===== config.mk =====
export PLATFORM = sky130hd
export DESIGN_NAME = phy_pwr_seq
export DESIGN_NICKNAME = d
export VERILOG_FILES = /design/src/rtl/pwrseq_pkg.sv /design/src/rtl/pwrseq_tick_timer.sv /design/src/rtl/pwrseq_fsm.sv /design/src/rtl/phy_pwr_seq.sv
export SDC_FILE = /design/constraint.sdc
export NUM_CORES = 1
export LEC_CHECK = 0
export BUFFER_PORTS_ARGS = -buffer_cell sky130_fd_sc_hd__buf_2
export CORE_ASPECT_RATIO = 0.9
export CORE_MARGIN = 2
export CORE_UTILIZATION = 30
export CTS_CLUSTER_DIAMETER = 100
export DETAILED_ROUTE_END_ITERATION = 7
export GPL_ROUTABILITY_DRIVEN = 0
export PLACE_DENSITY = 0.55
export REMOVE_ABC_BUFFERS = 1
export SLEW_MARGIN = 5
export SYNTH_ARGS = -nofsm -noshare
export SYNTH_HDL_FRONTEND = slang
export SYNTH_SLANG_ARGS = --single-unit

===== constraint.sdc =====
create_clock -name clk -period 3.9 [get_ports clk]
set_clock_uncertainty 0.2 [all_clocks]
set_input_delay 0.78 -clock clk [delete_from_list [all_inputs] [get_ports clk]]
set_output_delay 0.78 -clock clk [all_outputs]
set_load 0.01 [all_outputs]

===== src/rtl/pwrseq_pkg.sv =====
package pwrseq_pkg;

    typedef enum logic [2:0] {
        S_IDLE,
        S_CLKEN,
        S_CLKPOLL,
        S_PADWAIT,
        S_CALWAIT,
        S_DLLWAIT
    } seq_state_e;

    typedef enum logic [1:0] {
        RES_OK      = 2'd0,
        RES_CLK_TO  = 2'd1,
        RES_CAL_TO  = 2'd2,
        RES_DLL_TO  = 2'd3
    } seq_res_e;

    typedef struct packed {
        seq_state_e state;
        logic       int_clk_en;
        logic       clk_out_en;
        logic       pad_pwr;
        logic       dll_en;
        logic       busy;
        logic       done;
        seq_res_e   res;
    } seq_regs_t;

endpackage


===== src/rtl/pwrseq_tick_timer.sv =====
module pwrseq_tick_timer #(
    parameter int unsigned CNT_W = 5
) (
    input  logic             clk,
    input  logic             rst_n,
    input  logic             clr,
    input  logic             use_ms,
    input  logic             tick_us,
    input  logic             tick_ms,
    input  logic [CNT_W-1:0] limit,
    output logic             tick_o,
    output logic             hit_o
);

    logic [CNT_W-1:0] cnt_d, cnt_q;

    assign tick_o = use_ms ? tick_ms : tick_us;
    assign hit_o  = tick_o && (cnt_q == limit - 1'b1);

    always_comb begin
        cnt_d = cnt_q;
        if (clr) begin
            cnt_d = '0;
        end else if (tick_o) begin
            cnt_d = cnt_q + 1'b1;
        end
    end

    always_ff @(posedge clk or negedge rst_n) begin
        if (!rst_n) begin
            cnt_q <= '0;
        end else begin
            cnt_q <= cnt_d;
        end
    end

    AST_CNT_IN_RANGE: assert property (@(posedge clk) disable iff (!rst_n)
        (limit != '0) |-> (cnt_q < limit));

endmodule


===== src/rtl/pwrseq_fsm.sv =====
module pwrseq_fsm
    import pwrseq_pkg::*;
#(
    parameter int unsigned CNT_W     = 5,
    parameter int unsigned CLK_POLLS = 20,
    parameter int unsigned PDB_TICKS = 3,
    parameter int unsigned CAL_TICKS = 5,
    parameter int unsigned DLL_TICKS = 30
) (
    input  logic             clk,
    input  logic             rst_n,
    input  logic             start_on,
    input  logic             start_off,
    input  logic             tick,
    input  logic             hit,
    input  logic             clk_rdy_i,
    input  logic             cal_done_i,
    input  logic             dll_rdy_i,
    output logic             tmr_clr,
    output logic             tmr_use_ms,
    output logic [CNT_W-1:0] tmr_limit,
    output logic             int_clk_en_o,
    output logic             clk_out_en_o,
    output logic             pad_pwr_o,
    output logic             dll_en_o,
    output logic             busy_o,
    output logic             done_o,
    output logic [1:0]       err_o
);

    localparam logic [CNT_W-1:0] LIM_POLL = CNT_W'(CLK_POLLS);
    localparam logic [CNT_W-1:0] LIM_PDB  = CNT_W'(PDB_TICKS);
    localparam logic [CNT_W-1:0] LIM_CAL  = CNT_W'(CAL_TICKS);
    localparam logic [CNT_W-1:0] LIM_DLL  = CNT_W'(DLL_TICKS);

    seq_regs_t r_d, r_q;

    always_comb begin
        r_d        = r_q;
        r_d.done   = 1'b0;
        tmr_clr    = 1'b0;
        tmr_use_ms = 1'b0;
        tmr_limit  = '0;
        unique case (r_q.state)
            S_IDLE: begin
                tmr_clr = 1'b1;
                if (start_off) begin
                    r_d.pad_pwr = 1'b0;
                    r_d.dll_en  = 1'b0;
                    r_d.done    = 1'b1;
                    r_d.res     = RES_OK;
                end else if (start_on) begin
                    r_d.pad_pwr = 1'b0;
                    r_d.dll_en  = 1'b0;
                    r_d.busy    = 1'b1;
                    r_d.res     = RES_OK;
                    r_d.state   = S_CLKEN;
                end
            end
            S_CLKEN: begin
                tmr_clr        = 1'b1;
                r_d.int_clk_en = 1'b1;
                r_d.state      = S_CLKPOLL;
            end
            S_CLKPOLL: begin
                tmr_use_ms = 1'b1;
                tmr_limit  = LIM_POLL;
                if (tick && clk_rdy_i) begin
                    tmr_clr        = 1'b1;
                    r_d.clk_out_en = 1'b1;
                    r_d.state      = S_PADWAIT;
                end else if (hit) begin
                    tmr_clr     = 1'b1;
                    r_d.pad_pwr = 1'b0;
                    r_d.dll_en  = 1'b0;
                    r_d.busy    = 1'b0;
                    r_d.done    = 1'b1;
                    r_d.res     = RES_CLK_TO;
                    r_d.state   = S_IDLE;
                end
            end
            S_PADWAIT: begin
                tmr_limit = LIM_PDB;
                if (hit) begin
                    tmr_clr     = 1'b1;
                    r_d.pad_pwr = 1'b1;
                    r_d.state   = S_CALWAIT;
                end
            end
            S_CALWAIT: begin
                tmr_limit = LIM_CAL;
                if (hit) begin
                    tmr_clr = 1'b1;
                    if (cal_done_i) begin
                        r_d.dll_en = 1'b1;
                        r_d.state  = S_DLLWAIT;
                    end else begin
                        r_d.pad_pwr = 1'b0;
                        r_d.dll_en  = 1'b0;
                        r_d.busy    = 1'b0;
                        r_d.done    = 1'b1;
                        r_d.res     = RES_CAL_TO;
                        r_d.state   = S_IDLE;
                    end
                end
            end
            S_DLLWAIT: begin
                tmr_limit = LIM_DLL;
                if (hit) begin
                    tmr_clr   = 1'b1;
                    r_d.busy  = 1'b0;
                    r_d.done  = 1'b1;
                    r_d.state = S_IDLE;
                    if (dll_rdy_i) begin
                        r_d.res = RES_OK;
                    end else begin
                        r_d.pad_pwr = 1'b0;
                        r_d.dll_en  = 1'b0;
                        r_d.res     = RES_DLL_TO;
                    end
                end
            end
            default: begin
                tmr_clr   = 1'b1;
                r_d.state = S_IDLE;
                r_d.busy  = 1'b0;
            end
        endcase
    end

    always_ff @(posedge clk or negedge rst_n) begin
        if (!rst_n) begin
            r_q <= '{state: S_IDLE, res: RES_OK, default: 1'b0};
        end else begin
            r_q <= r_d;
        end
    end

    assign int_clk_en_o = r_q.int_clk_en;
    assign clk_out_en_o = r_q.clk_out_en;
    assign pad_pwr_o    = r_q.pad_pwr;
    assign dll_en_o     = r_q.dll_en;
    assign busy_o       = r_q.busy;
    assign done_o       = r_q.done;
    assign err_o        = r_q.res;

    AST_OFF_IMMEDIATE: assert property (@(posedge clk) disable iff (!rst_n)
        (!busy_o && start_off) |=> (done_o && err_o == 2'd0 && !busy_o && !pad_pwr_o && !dll_en_o));

    AST_ON_CLEARS: assert property (@(posedge clk) disable iff (!rst_n)
        (!busy_o && start_on && !start_off) |=> (busy_o && !pad_pwr_o && !dll_en_o));

    AST_PAD_AFTER_CLK: assert property (@(posedge clk) disable iff (!rst_n)
        pad_pwr_o |-> (clk_out_en_o && int_clk_en_o));

    AST_DLL_AFTER_PAD: assert property (@(posedge clk) disable iff (!rst_n)
        dll_en_o |-> pad_pwr_o);

    AST_DONE_NOT_BUSY: assert property (@(posedge clk) disable iff (!rst_n)
        done_o |-> !busy_o);

    AST_ERR_SAFE_STATE: assert property (@(posedge clk) disable iff (!rst_n)
        (done_o && err_o != 2'd0) |-> (!pad_pwr_o && !dll_en_o));

    AST_BUSY_HOLDS_CLK: assert property (@(posedge clk) disable iff (!rst_n)
        (busy_o && int_clk_en_o) |=> int_clk_en_o);

endmodule


===== src/rtl/phy_pwr_seq.sv =====
module phy_pwr_seq #(
    parameter int unsigned CLK_POLLS = 20,
    parameter int unsigned PDB_TICKS = 3,
    parameter int unsigned CAL_TICKS = 5,
    parameter int unsigned DLL_TICKS = 30
) (
    input  logic       clk,
    input  logic       rst_n,
    input  logic       start_on,
    input  logic       start_off,
    input  logic       tick_us,
    input  logic       tick_ms,
    input  logic       clk_rdy_i,
    input  logic       cal_done_i,
    input  logic       dll_rdy_i,
    output logic       int_clk_en_o,
    output logic       clk_out_en_o,
    output logic       pad_pwr_o,
    output logic       dll_en_o,
    output logic       busy_o,
    output logic       done_o,
    output logic [1:0] err_o
);

    localparam int unsigned MAX_A = (CLK_POLLS > PDB_TICKS) ? CLK_POLLS : PDB_TICKS;
    localparam int unsigned MAX_B = (CAL_TICKS > DLL_TICKS) ? CAL_TICKS : DLL_TICKS;
    localparam int unsigned MAX_T = (MAX_A > MAX_B) ? MAX_A : MAX_B;
    localparam int unsigned CNT_W = $clog2(MAX_T + 1);

    logic             tmr_clr;
    logic             tmr_use_ms;
    logic [CNT_W-1:0] tmr_limit;
    logic             tmr_tick;
    logic             tmr_hit;

    pwrseq_tick_timer #(
        .CNT_W (CNT_W)
    ) u_timer (
        .clk     (clk),
        .rst_n   (rst_n),
        .clr     (tmr_clr),
        .use_ms  (tmr_use_ms),
        .tick_us (tick_us),
        .tick_ms (tick_ms),
        .limit   (tmr_limit),
        .tick_o  (tmr_tick),
        .hit_o   (tmr_hit)
    );

    pwrseq_fsm #(
        .CNT_W     (CNT_W),
        .CLK_POLLS (CLK_POLLS),
        .PDB_TICKS (PDB_TICKS),
        .CAL_TICKS (CAL_TICKS),
        .DLL_TICKS (DLL_TICKS)
    ) u_fsm (
        .clk          (clk),
        .rst_n        (rst_n),
        .start_on     (start_on),
        .start_off    (start_off),
        .tick         (tmr_tick),
        .hit          (tmr_hit),
        .clk_rdy_i    (clk_rdy_i),
        .cal_done_i   (cal_done_i),
        .dll_rdy_i    (dll_rdy_i),
        .tmr_clr      (tmr_clr),
        .tmr_use_ms   (tmr_use_ms),
        .tmr_limit    (tmr_limit),
        .int_clk_en_o (int_clk_en_o),
        .clk_out_en_o (clk_out_en_o),
        .pad_pwr_o    (pad_pwr_o),
        .dll_en_o     (dll_en_o),
        .busy_o       (busy_o),
        .done_o       (done_o),
        .err_o        (err_o)
    );

endmodule


==> run summary, run 1 <==
status: finished, final reports clean
Final setup violation count: 0
Synth top cells by count: dfrtp_1 (16), nor2_1 (13), nand2_1 (12)
startpoint types: register
Max FO, Critical Path: 15
Crit Path Category: register to register
Synth async-reset ratio: 1.00
pin count of the biggest net entering global routing: 25
Post-route DRC: 0
via count: 1253
library cells used by synthesis: 58
CTS resizes: 0
1st-pass router iterations: 4
Sw Share: 0.471
area delta synth->final: 13.0%
Max-Cap Viols: 0
Via-to-Cell Ratio: 5.47
part of the cycle the worst path needs: 0.885
initial core utilization: 0.316
CTS tree: yes
synthesis-stage register bit count: 16
CP startpoint: u_fsm.r_q[9]
leak pwr: 0.604 nW
vias in the first global route: 1182
Num CTS Buffers: 3
worst endpoint required time: 3840 ps
DR iter-0 viols: 65
Gate power share: 0.577
Final min period: 3450 ps
Die Wd: 73.8 µm
GR Util All Layers: 0.154
Core Footprint: 4160 µm²
gr ovfl total: 0
Psw: 0.000482 W
post-route insts no fill: 229
final worst slack: 449 ps
H-tree depth: 1
WL/cell: 14.7 µm
Setup TNS: 0 ps
setup slack at placement: 450 ps
Rows: 22
number of flops mapped to enable cells by yosys: 0
Post-CTS Hold Buffers: 0
Worst-path clk slew: 70 ps
Placed Cells incl. Taps: 225
Pins Over Slew Limit: 0
Synth Warn #: 0
Worst-Margin Slew: 461 ps
Synth area leaders: dfrtp_1 (30%), nor2_1 (3.7%), nand2_1 (3.4%), xnor2_1 (3.3%), inv_1 (3.1%)
Die Span Y: 66.8 µm
Mapped Area: 1320 µm²
initial antenna violation count: 0
cell taking the most area after synthesis: dfrtp_1
Die ar.: 4930 µm²
normalized max-slew margin: 0.684
Post-CTS Setup Inserts: 0
WL final: 3370 µm
Max IR drop VDD: 0.341 mV
PortBufs: 16
post-route ant nets: 0
final net count: 181
Power Density: 688 nW/µm²
global-route wire length before repair: 5810 µm
register area share after synthesis: 0.304
number of fill cells: 439
cell with the most instances after synthesis: dfrtp_1
critical path arrival: 3390 ps
Top FF cell, synth: dfrtp_1
total I/O pin count: 17
reg-to-reg critical path startpoint: u_fsm.r_q[9]
final hold violations: 0
min-delay worst type: input port to asynchronous set/reset pin
CTS root buffer: clkbuf_8
Clock Power Share: 0.149
Reg power frac: 0.274
total power: 0.00102 W
Clk Latency, worst-skew pair: 250 ps
hpwl dp: 2450 µm
Critical Path End Type: register
Clock Path Buffers: 2
fmax: 290 MHz
Post-Synthesis Cells: 158
syn avg cell area: 8.32 µm²
share of cells above drive strength 1: 0.201
Pint: 0.000541 W
RSZ-0062 raised after global routing: false
top cell type's share of synthesized area: 0.304
ant diodes: 0
CTS sink count: 16
[critical path, stage by stage, from the launching register on]
cell      delay, ps
dfrtp_1         540
or2_2           400
nor2_1          220
nor2_1           80
ha_1            230
buf_4           170
nor4b_1         310
nor3_1          100
o32a_1          260
a211oi_4        460
or2_1           290
nor2_1           80
[cells in the final DEF, fill, tap and decap left out, types with 2 or more instances in the layout]
| cell type | synthesis | routed |
|---|---|---|
| buf_2 | 4 | 16 |
| dfrtp_1 | 16 | 16 |
| nor2_1 | 13 | 13 |
| nand2_1 | 12 | 12 |
| inv_1 | 11 | 11 |
| o21ai_0 | 7 | 7 |
| a21oi_1 | 7 | 7 |
| xnor2_1 | 5 | 5 |
| nor2b_1 | 4 | 4 |
| nor4_1 | 4 | 4 |
| o211ai_1 | 4 | 4 |
| nand3_1 | 4 | 4 |
| clkbuf_8 | 0 | 4 |
| buf_4 | 2 | 4 |
| xor2_1 | 3 | 3 |
| nor4b_1 | 3 | 3 |
| a31oi_1 | 3 | 3 |
| mux2i_1 | 3 | 3 |
| nand2b_1 | 3 | 3 |
| and2_1 | 2 | 2 |
| or3_1 | 2 | 2 |
| o31ai_1 | 2 | 2 |
| o22ai_1 | 2 | 2 |
| a2111oi_0 | 2 | 2 |
| ha_1 | 2 | 2 |
[power groups by stage]
stage	combinational (W)	clock [W]	sequential, W
after floorplan	0.000387	0	0.000313
after global placement	0.000572	0	0.000279
after detailed placement	0.000584	0	0.000284
after CTS	0.000589	0.000156	0.000281
after global routing	0.000668	0.000163	0.000291
final	0.000590	0.000152	0.000280
[state kept, by name, indices dropped and copies added (netlist names)]
signal              flops
u_fsm.dll_en_o          1
u_timer.cnt_q           5
u_fsm.busy_o            1
u_fsm.int_clk_en_o      1
u_fsm.pad_pwr_o         1
u_fsm.done_o            1
u_fsm.err_o             2
u_fsm.r_q               3
u_fsm.clk_out_en_o      1
[cell families (layout without fill, tap and decap cells)]
group | Yosys count | in the layout | synth area share
AND/OR/NAND/NOR | 58 | 58 | 0.252
adder cells (fa/ha/maj) | 3 | 3 | 0.0266
multiplexers | 3 | 3 | 0.0228
AO/OA/AOI/OAI | 45 | 45 | 0.254
flip-flops | 16 | 16 | 0.304
XOR/XNOR | 8 | 8 | 0.0533
buffers and inverters | 25 | 36 | 0.0866
[routing by layer]
metal / wire length [µm] / share of wire / global-route usage
met3: 187 / 0.055 / 0.0393
met5: 0 / 0 / 0
met1: 1670 / 0.50 / 0.218
met4: 8 / 0.0024 / 0.0318
met2: 1500 / 0.45 / 0.237
[final timing paths]
kind,depth (start not counted),slack [ps],end
setup / recovery,11,450,u_timer.cnt_q[0]
hold / removal,1,240,u_fsm.dll_en_o
setup reg to reg,11,450,u_timer.cnt_q[0]
hold reg to reg,1,260,u_fsm.int_clk_en_o
max in group asynchronous,1,2970,u_timer.cnt_q[1]
min in group clk,1,260,u_fsm.int_clk_en_o
[area by class of cell]
cell class | count | area (µm²) | share of cell area
inverters | 12 | 45.0 | 0.0303
multi-input cells | 117 | 801 | 0.539
well taps | 60 | 75.1 | 0.0505
repair buffers | 20 | 110 | 0.0741
flip-flops and latches | 16 | 400 | 0.269
clock buffers | 4 | 55.1 | 0.0370
[stage by stage]
step / hold WS (ps) / util / instance area, µm²
final: 242 / 0.358 / 1490
after global routing: 264 / 0.358 / 1490
after CTS: 254 / 0.358 / 1490
after detailed placement: 251 / 0.344 / 1430
after global placement: 247 / 0.344 / 1430
after floorplan: 284 / - / 1250
Note: power is estimated with default switching activity, not from simulation.
==> run 2: changes to the inputs <==
--- a/config.mk
+++ b/config.mk
@@ -5,6 +5,7 @@
 export SDC_FILE = /design/constraint.sdc
 export NUM_CORES = 1
 export LEC_CHECK = 0
+export ABC_AREA = 1
 export BUFFER_PORTS_ARGS = -buffer_cell sky130_fd_sc_hd__buf_2
 export CORE_ASPECT_RATIO = 0.9
 export CORE_MARGIN = 2
@@ -12,9 +13,11 @@
 export CTS_CLUSTER_DIAMETER = 100
 export DETAILED_ROUTE_END_ITERATION = 7
 export GPL_ROUTABILITY_DRIVEN = 0
+export HOLD_SLACK_MARGIN = 0.1
 export PLACE_DENSITY = 0.55
 export REMOVE_ABC_BUFFERS = 1
 export SLEW_MARGIN = 5
 export SYNTH_ARGS = -nofsm -noshare
 export SYNTH_HDL_FRONTEND = slang
+export SYNTH_HIERARCHICAL = 1
 export SYNTH_SLANG_ARGS = --single-unit
==> run 2 against run 1 <==
Sequential power fell by 12%. Critical path depth up 10. Fmax up 0.84%. Combinational power decreased by 8.1%. Non-clock buffer count down 4. Sequential cell count unchanged. Synthesized cell count is 25% higher. Utilization down 1.0 points.
==> run summary, run 2 <==
top sig layer: met4
share of cells above drive strength 1: 0.174 (-0.0275)
Post-Synthesis Cells: 197 (+25%)
GR Util All Layers: 0.138 (-0.0164)
Final setup violation count: 0 (unchanged)
Synth async-reset ratio: 1.00 (unchanged)
Psw: 0.000461 W (-4.3%)
Reg power frac: 0.262 (-0.012)
Reg area: 400 µm² (unchanged)
Top FF cell, synth: dfrtp_1
ant diodes: 0 (unchanged)
reg-to-reg critical path startpoint: u_fsm/r_q[10]
Worst-path clk slew: 70 ps (about the same)
CP max stage delay: 500 ps (-40 ps)
pin count of the biggest net entering global routing: 17 (-32%)
PortBufs: 16 (unchanged)
setup slack at placement: 406 ps (-44.3 ps)
Via-to-Cell Ratio: 4.55 (-17%)
Worst-Margin Slew: 388 ps (-73.4 ps)
Setup TNS: 0 ps (unchanged)
DR iter-0 viols: 108 (+66%)
Die ar.: 4650 µm² (-5.8%)
total power: 0.000940 W (-8.0%)
Max FO, Critical Path: 10 (-5)
leak pwr: 0.801 nW (+33%)
number of flops mapped to enable cells by yosys: 0 (unchanged)
global-route wire length before repair: 5000 µm (-14%)
commonest cells after routing, fill and taps aside: nand2_1 (68), inv_1 (25), nor2_1 (22)
critical path's top delay family: simple AND/OR/NAND/NOR gates
worst-path cell chain: inv_1, nand2_1, nor2_1, inv_1, a21oi_1, inv_1, ha_1, nand2_1, clkinv_1, nor2_1, nand2_1, nor2_1, nand2_1, nor2_2, inv_1, nand3_1, nand2_1, nor2_1, nand3_1, nand2_1, nand2_1
Core Footprint: 4020 µm² (-3.3%)
Clock Power Share: 0.162 (+0.013)
critical path arrival: 3360 ps (-30 ps)
Post-CTS Setup Inserts: 0 (unchanged)
synthesis-stage register bit count: 16 (unchanged)
hpwl dp: 2280 µm (-7.1%)
normalized max-slew margin: 0.741 (+0.0569)
r2r endpoint: u_fsm/err_o[1]
Pint: 0.000479 W (-11%)
RSZ-0062 raised after global routing: false
WL/cell: 11.1 µm (-25%)
Pins Over Slew Limit: 0 (unchanged)
vias in the first global route: 1060 (-10%)
Crit Path Category: register to register
final net count: 227 (+25%)
1st-pass router iterations: 4 (unchanged)
Clk Latency, worst-skew pair: 250 ps (about the same)
total I/O pin count: 17 (unchanged)
Final min period: 3420 ps (-28.9 ps)
initial core utilization: 0.307 (-0.00909)
most used cell along the critical path: nand2_1
Clock Path Buffers: 2 (unchanged)
CTS root buffer: clkbuf_8
Die Span Y: 64.9 µm (-2.9%)
worst endpoint required time: 3840 ps (about the same)
final hold violations: 0 (unchanged)
CTS tree: yes
initial antenna violation count: 0 (unchanged)
startpoint types: register
Sw Share: 0.490 (+0.0192)
met2 wire len: 1130 µm (-25%)
area delta synth->final: 13.0% (about the same)
Power Density: 674 nW/µm² (-2.0%)
via count: 1187 (-5.3%)
area of the multi-input gates: 676 µm² (-16%)
M1 WL: 1570 µm (-5.9%)
Synth top cells by count: nand2_1 (68), inv_1 (25), nor2_1 (23)
Post-route DRC: 0 (unchanged)
WL final: 2890 µm (-14%)
final worst slack: 478 ps (+28.9 ps)
Critical Path End Type: register
cell taking the most area after synthesis: dfrtp_1
commonest non-fill, non-tap cell in the layout: nand2_1
status: finished, final reports clean
Most flops, register: u_timer/cnt_q
max reg flops: 5 (unchanged)
Synth area leaders: dfrtp_1 (32%), nand2_1 (21%), inv_1 (7.6%), nor2_1 (7.0%), nand3_1 (6.1%)
number of fill cells: 442 (+0.68%)
post-route ant nets: 0 (unchanged)
Max IR drop VDD: 0.220 mV (-36%)
min-delay worst type: input port to asynchronous set/reset pin
part of the cycle the worst path needs: 0.878 (-0.00741)
syn avg cell area: 6.27 µm² (-25%)
fmax: 292 MHz (+0.84%)
Gate power share: 0.576 (about the same)
cell with the most instances after synthesis: nand2_1
CTS sink count: 16 (unchanged)
R2R depth: 21 (+10)
Die Wd: 71.6 µm (-2.9%)
gr ovfl total: 0 (unchanged)
Mapped Area: 1230 µm² (-6.1%)
top cell type's share of synthesized area: 0.324 (+0.0197)
slowest stage cell, crit path: dfrtp_1
register area share after synthesis: 0.324 (+0.0197)
Max-Cap Viols: 0 (unchanged)
library cells used by synthesis: 24 (-59%)
r2r setup slk: 480 ps (+30 ps)
Rows: 22 (unchanged)
Buf/Inv on CP: 5 (+4)
H-tree depth: 1 (unchanged)
Synth Warn #: 6 (+6)
Num CTS Buffers: 3 (unchanged)
met3 routed WL: 166 µm (-11%)
==> run 2: changes by cell type after synthesis, moves of 5 or more <==
cell	previous run	this run
nand2_1	12	68
inv_1	11	25
nand3_1	4	15
nor2_1	13	23
inv_2	1	7
nand4_1	0	6
nor2_2	0	5
==> run 2: cell families (layout without fill, tap and decap cells) <==
logic type,count (synthesis),count (layout),share of synthesized area
xor+xnor,1,1,0.00709
simple gates,122,122,0.417
fa+ha+maj,4,4,0.0405
buf+inv,37,53,0.131
flops,16,16,0.324
compound gates,17,17,0.0800
==> run 2: layout make-up <==
class                   instances  area share
repair buffers                 16      0.0574
clock buffers                   4      0.0395
inverters                      33      0.0888
flip-flops and latches         16       0.287
well taps                      48      0.0430
multi-input cells             144       0.484
==> run 2: timing repair <==
action                     CTS  global route
setup endpoints to repair    0             3
gates resized for setup      0             1
hold buffers                 0             0
==> run 2: worst register-to-register path, delay by kind of cell, from the launching register on <==
family | cells | cell delay (ps)
buf+inv | 5 | 580
simple gates | 14 | 1450
flops | 1 | 500
compound gates | 1 | 260
fa+ha+maj | 1 | 320
==> run 2: power by group through the flow <==
| stage | clock network (W) | logic (W) | registers, W |
|---|---|---|---|
| after floorplan | 0 | 0.000415 | 0.000246 |
| after global placement | 0 | 0.000544 | 0.000249 |
| after detailed placement | 0 | 0.000535 | 0.000248 |
| after CTS | 0.000159 | 0.000538 | 0.000246 |
| after global routing | 0.000170 | 0.000625 | 0.000251 |
| final | 0.000153 | 0.000542 | 0.000246 |
==> run 2: worst max-delay path by stage <==
| stage | startpoint | end | cells past startpoint | slack (ps) |
|---|---|---|---|---|
| detailed placement | u_fsm/r_q[10] | u_fsm/err_o[1] | 21 | 410 |
| floorplan | u_fsm/r_q[10] | u_fsm/err_o[0] | 21 | 960 |
| global placement | u_fsm/r_q[10] | u_fsm/err_o[0] | 21 | 530 |
| finish | u_fsm/r_q[10] | u_fsm/err_o[1] | 21 | 480 |
| CTS | u_fsm/r_q[10] | u_fsm/err_o[1] | 21 | 390 |
| global route | u_fsm/r_q[10] | u_fsm/err_o[1] | 21 | 40 |
==> run 2: routing by layer <==
layer | vias to the layer above | GRT usage
met5 | - | 0
met4 | 0 | 0.0283
met3 | 2 | 0.0389
met2 | 34 | 0.184
met1 | 510 | 0.216
li1 | 641 | -
==> run 2: stage by stage <==
step                      utilization  instance area, µm²  instances  hold slack [ps]
after floorplan                     -                1200        193              284
after global placement          0.333                1340        257              244
after detailed placement        0.333                1340        257              252
after CTS                       0.347                1390        261              249
after global routing            0.347                1400        261              257
final                           0.347                1400        261              239
==> run 3: changes to the inputs <==
--- a/config.mk
+++ b/config.mk
@@ -9,12 +9,12 @@
 export BUFFER_PORTS_ARGS = -buffer_cell sky130_fd_sc_hd__buf_2
 export CORE_ASPECT_RATIO = 0.9
 export CORE_MARGIN = 2
-export CORE_UTILIZATION = 30
+export CORE_UTILIZATION = 38
 export CTS_CLUSTER_DIAMETER = 100
 export DETAILED_ROUTE_END_ITERATION = 7
 export GPL_ROUTABILITY_DRIVEN = 0
 export HOLD_SLACK_MARGIN = 0.1
-export PLACE_DENSITY = 0.55
+export PLACE_DENSITY = 0.65
 export REMOVE_ABC_BUFFERS = 1
 export SLEW_MARGIN = 5
 export SYNTH_ARGS = -nofsm -noshare
==> run 3 against run 2 <==
Utilization up 9.8 points. Critical path type unchanged. Sequential cell count stayed put. Setup slack got worse by 70 ps. Cell area shrank 2.1%.
==> run summary, run 3 (synthesized netlist as in run 2, its figures left out) <==
status: finished, final reports clean
initial core utilization: 0.403 (+0.0954)
total I/O pin count: 17 (unchanged)
global-route wire length before repair: 4910 µm (-1.8%)
via count: 1223 (+3.0%)
gr ovfl total: 0 (unchanged)
Clk Latency, worst-skew pair: 290 ps (+40 ps)
Power Density: 661 nW/µm² (-1.9%)
Crit Path Category: register to register
Setup TNS: 0 ps (unchanged)
Post-CTS Hold Buffers: 0 (unchanged)
RSZ-0062 raised after global routing: false
met3 Resource Use GR: 0.0175 (-0.0214)
PortBufs: 16 (unchanged)
max reg flops: 5 (unchanged)
M1 GR Usage: 0.260 (+0.0444)
Rows: 19 (-14%)
post-route ant nets: 0 (unchanged)
normalized max-slew margin: 0.747 (+0.00570)
Worst-Margin Slew: 378 ps (-9.94 ps)
CTS sink count: 16 (unchanged)
Final min period: 3490 ps (+69.9 ps)
Placed Cells incl. Taps: 251 (-2.3%)
initial antenna violation count: 0 (unchanged)
Critical Path End Type: register
Post-CTS Setup Inserts: 0 (unchanged)
Final setup violation count: 0 (unchanged)
GR Util All Layers: 0.167 (+0.0290)
CTS root buffer: clkbuf_4
pin count of the biggest net entering global routing: 17 (unchanged)
WL final: 2740 µm (-5.3%)
Via-to-Cell Ratio: 4.80 (+5.5%)
Die Wd: 64.1 µm (-11%)
post-route insts no fill: 255 (-2.3%)
Die Span Y: 58.1 µm (-10%)
commonest cells after routing, fill and taps aside: nand2_1 (68), inv_1 (25), nor2_1 (23)
number of fill cells: 324 (-27%)
worst endpoint required time: 3900 ps (+60 ps)
area delta synth->final: 10.6%
R2R depth: 21 (unchanged)
Pins Over Slew Limit: 0 (unchanged)
Max-Cap Viols: 0 (unchanged)
part of the cycle the worst path needs: 0.895 (+0.0179)
final net count: 227 (unchanged)
Num CTS Buffers: 3 (unchanged)
commonest non-fill, non-tap cell in the layout: nand2_1
layer with the highest usage: met1
CTS tree: yes
startpoint types: register
Max FO, Critical Path: 10 (unchanged)
fmax: 286 MHz (-2.0%)
Max IR drop VDD: 0.319 mV (+45%)
H-tree depth: 1 (unchanged)
Die ar.: 3720 µm² (-20%)
min-delay worst type: input port to asynchronous set/reset pin
critical path arrival: 3490 ps (+130 ps)
leak pwr: 0.793 nW (-0.95%)
total power: 0.000903 W (-3.9%)
hold_ws: 178 ps (-60.5 ps)
Clock Path Buffers: 2 (unchanged)
global routing usage on met2: 0.237 (+0.0526)
final hold violations: 0 (unchanged)
hpwl dp: 2150 µm (-5.7%)
vias in the first global route: 1085 (+2.4%)
Post-route DRC: 0 (unchanged)
WL/cell: 10.7 µm (-3.1%)
Core Footprint: 3070 µm² (-24%)
ant diodes: 0 (unchanged)
1st-pass router iterations: 4 (unchanged)
Most flops, register: u_timer/cnt_q
share of cells above drive strength 1: 0.169 (-0.00469)
CTS resizes: 0 (unchanged)
Worst-path clk slew: 110 ps (+40 ps)
DR iter-0 viols: 73 (-32%)
run 3: cell counts in the layout (fill, tap and decap cells not counted):
Identical to the previous run, type by type.
run 3: final cells by class:
cell class | instances | area (µm²) | area share
multi-input cells | 144 | 673 | 0.493
well taps | 42 | 52.6 | 0.0385
inverters | 33 | 124 | 0.0907
flip-flops and latches | 16 | 400 | 0.293
clock buffers | 4 | 36.3 | 0.0266
repair buffers | 16 | 80.1 | 0.0586
run 3: worst paths after layout:
path / slack (ps) / end / startpoint
max: 410 / u_fsm/err_o[1] / u_fsm/r_q[10]
min: 180 / u_fsm/pad_pwr_o / rst_n
max reg2reg: 410 / u_fsm/err_o[1] / u_fsm/r_q[10]
min reg2reg: 270 / u_fsm/clk_out_en_o / u_fsm/clk_out_en_o
max in group asynchronous: 3050 / u_timer/cnt_q[3] / rst_n
min in group clk: 270 / u_fsm/clk_out_en_o / u_fsm/clk_out_en_o
run 3: metrics by stage:
| stage | util | worst slack [ps] | instance area [µm²] |
|---|---|---|---|
| after floorplan | - | 962 | 1200 |
| after global placement | 0.434 | 595 | 1330 |
| after detailed placement | 0.434 | 552 | 1330 |
| after CTS | 0.446 | 519 | 1370 |
| after global routing | 0.446 | 50.0 | 1370 |
| final | 0.446 | 408 | 1370 |
run 3: metal layers:
metal / wire (µm) / share of wire / up-vias
met3: 213 / 0.078 / 6
met1: 1370 / 0.50 / 520
met2: 1130 / 0.41 / 52
li1: - / - / 645
met4: 30 / 0.011 / 0
met5: 0 / 0 / -
run 3: worst max-delay path, stage by stage (launching register included):
cell      delay (ps)
dfrtp_1          510
inv_1            180
nand2_1          120
nor2_1           140
inv_1             80
a21oi_1          230
inv_1             90
ha_1             320
nand2_1           80
clkinv_1          50
nor2_1            80
nand2_1           50
nor2_1            80
nand2_1           50
nor2_1           300
inv_1            170
nand3_1          120
nand2_1           80
nor2_1           200
nand3_1          130
nand2_1           80
nand2_1           40
run 3: power breakdown:
group / internal [W] / total (W) / switching (W) / leakage (nW)
clock network: 0.0000569 / 0.000114 / 0.0000572 / 0.0210
registers: 0.000200 / 0.000246 / 0.0000467 / 0.206
logic: 0.000190 / 0.000543 / 0.000353 / 0.566
total: 0.000446 / 0.000903 / 0.000457 / 0.793
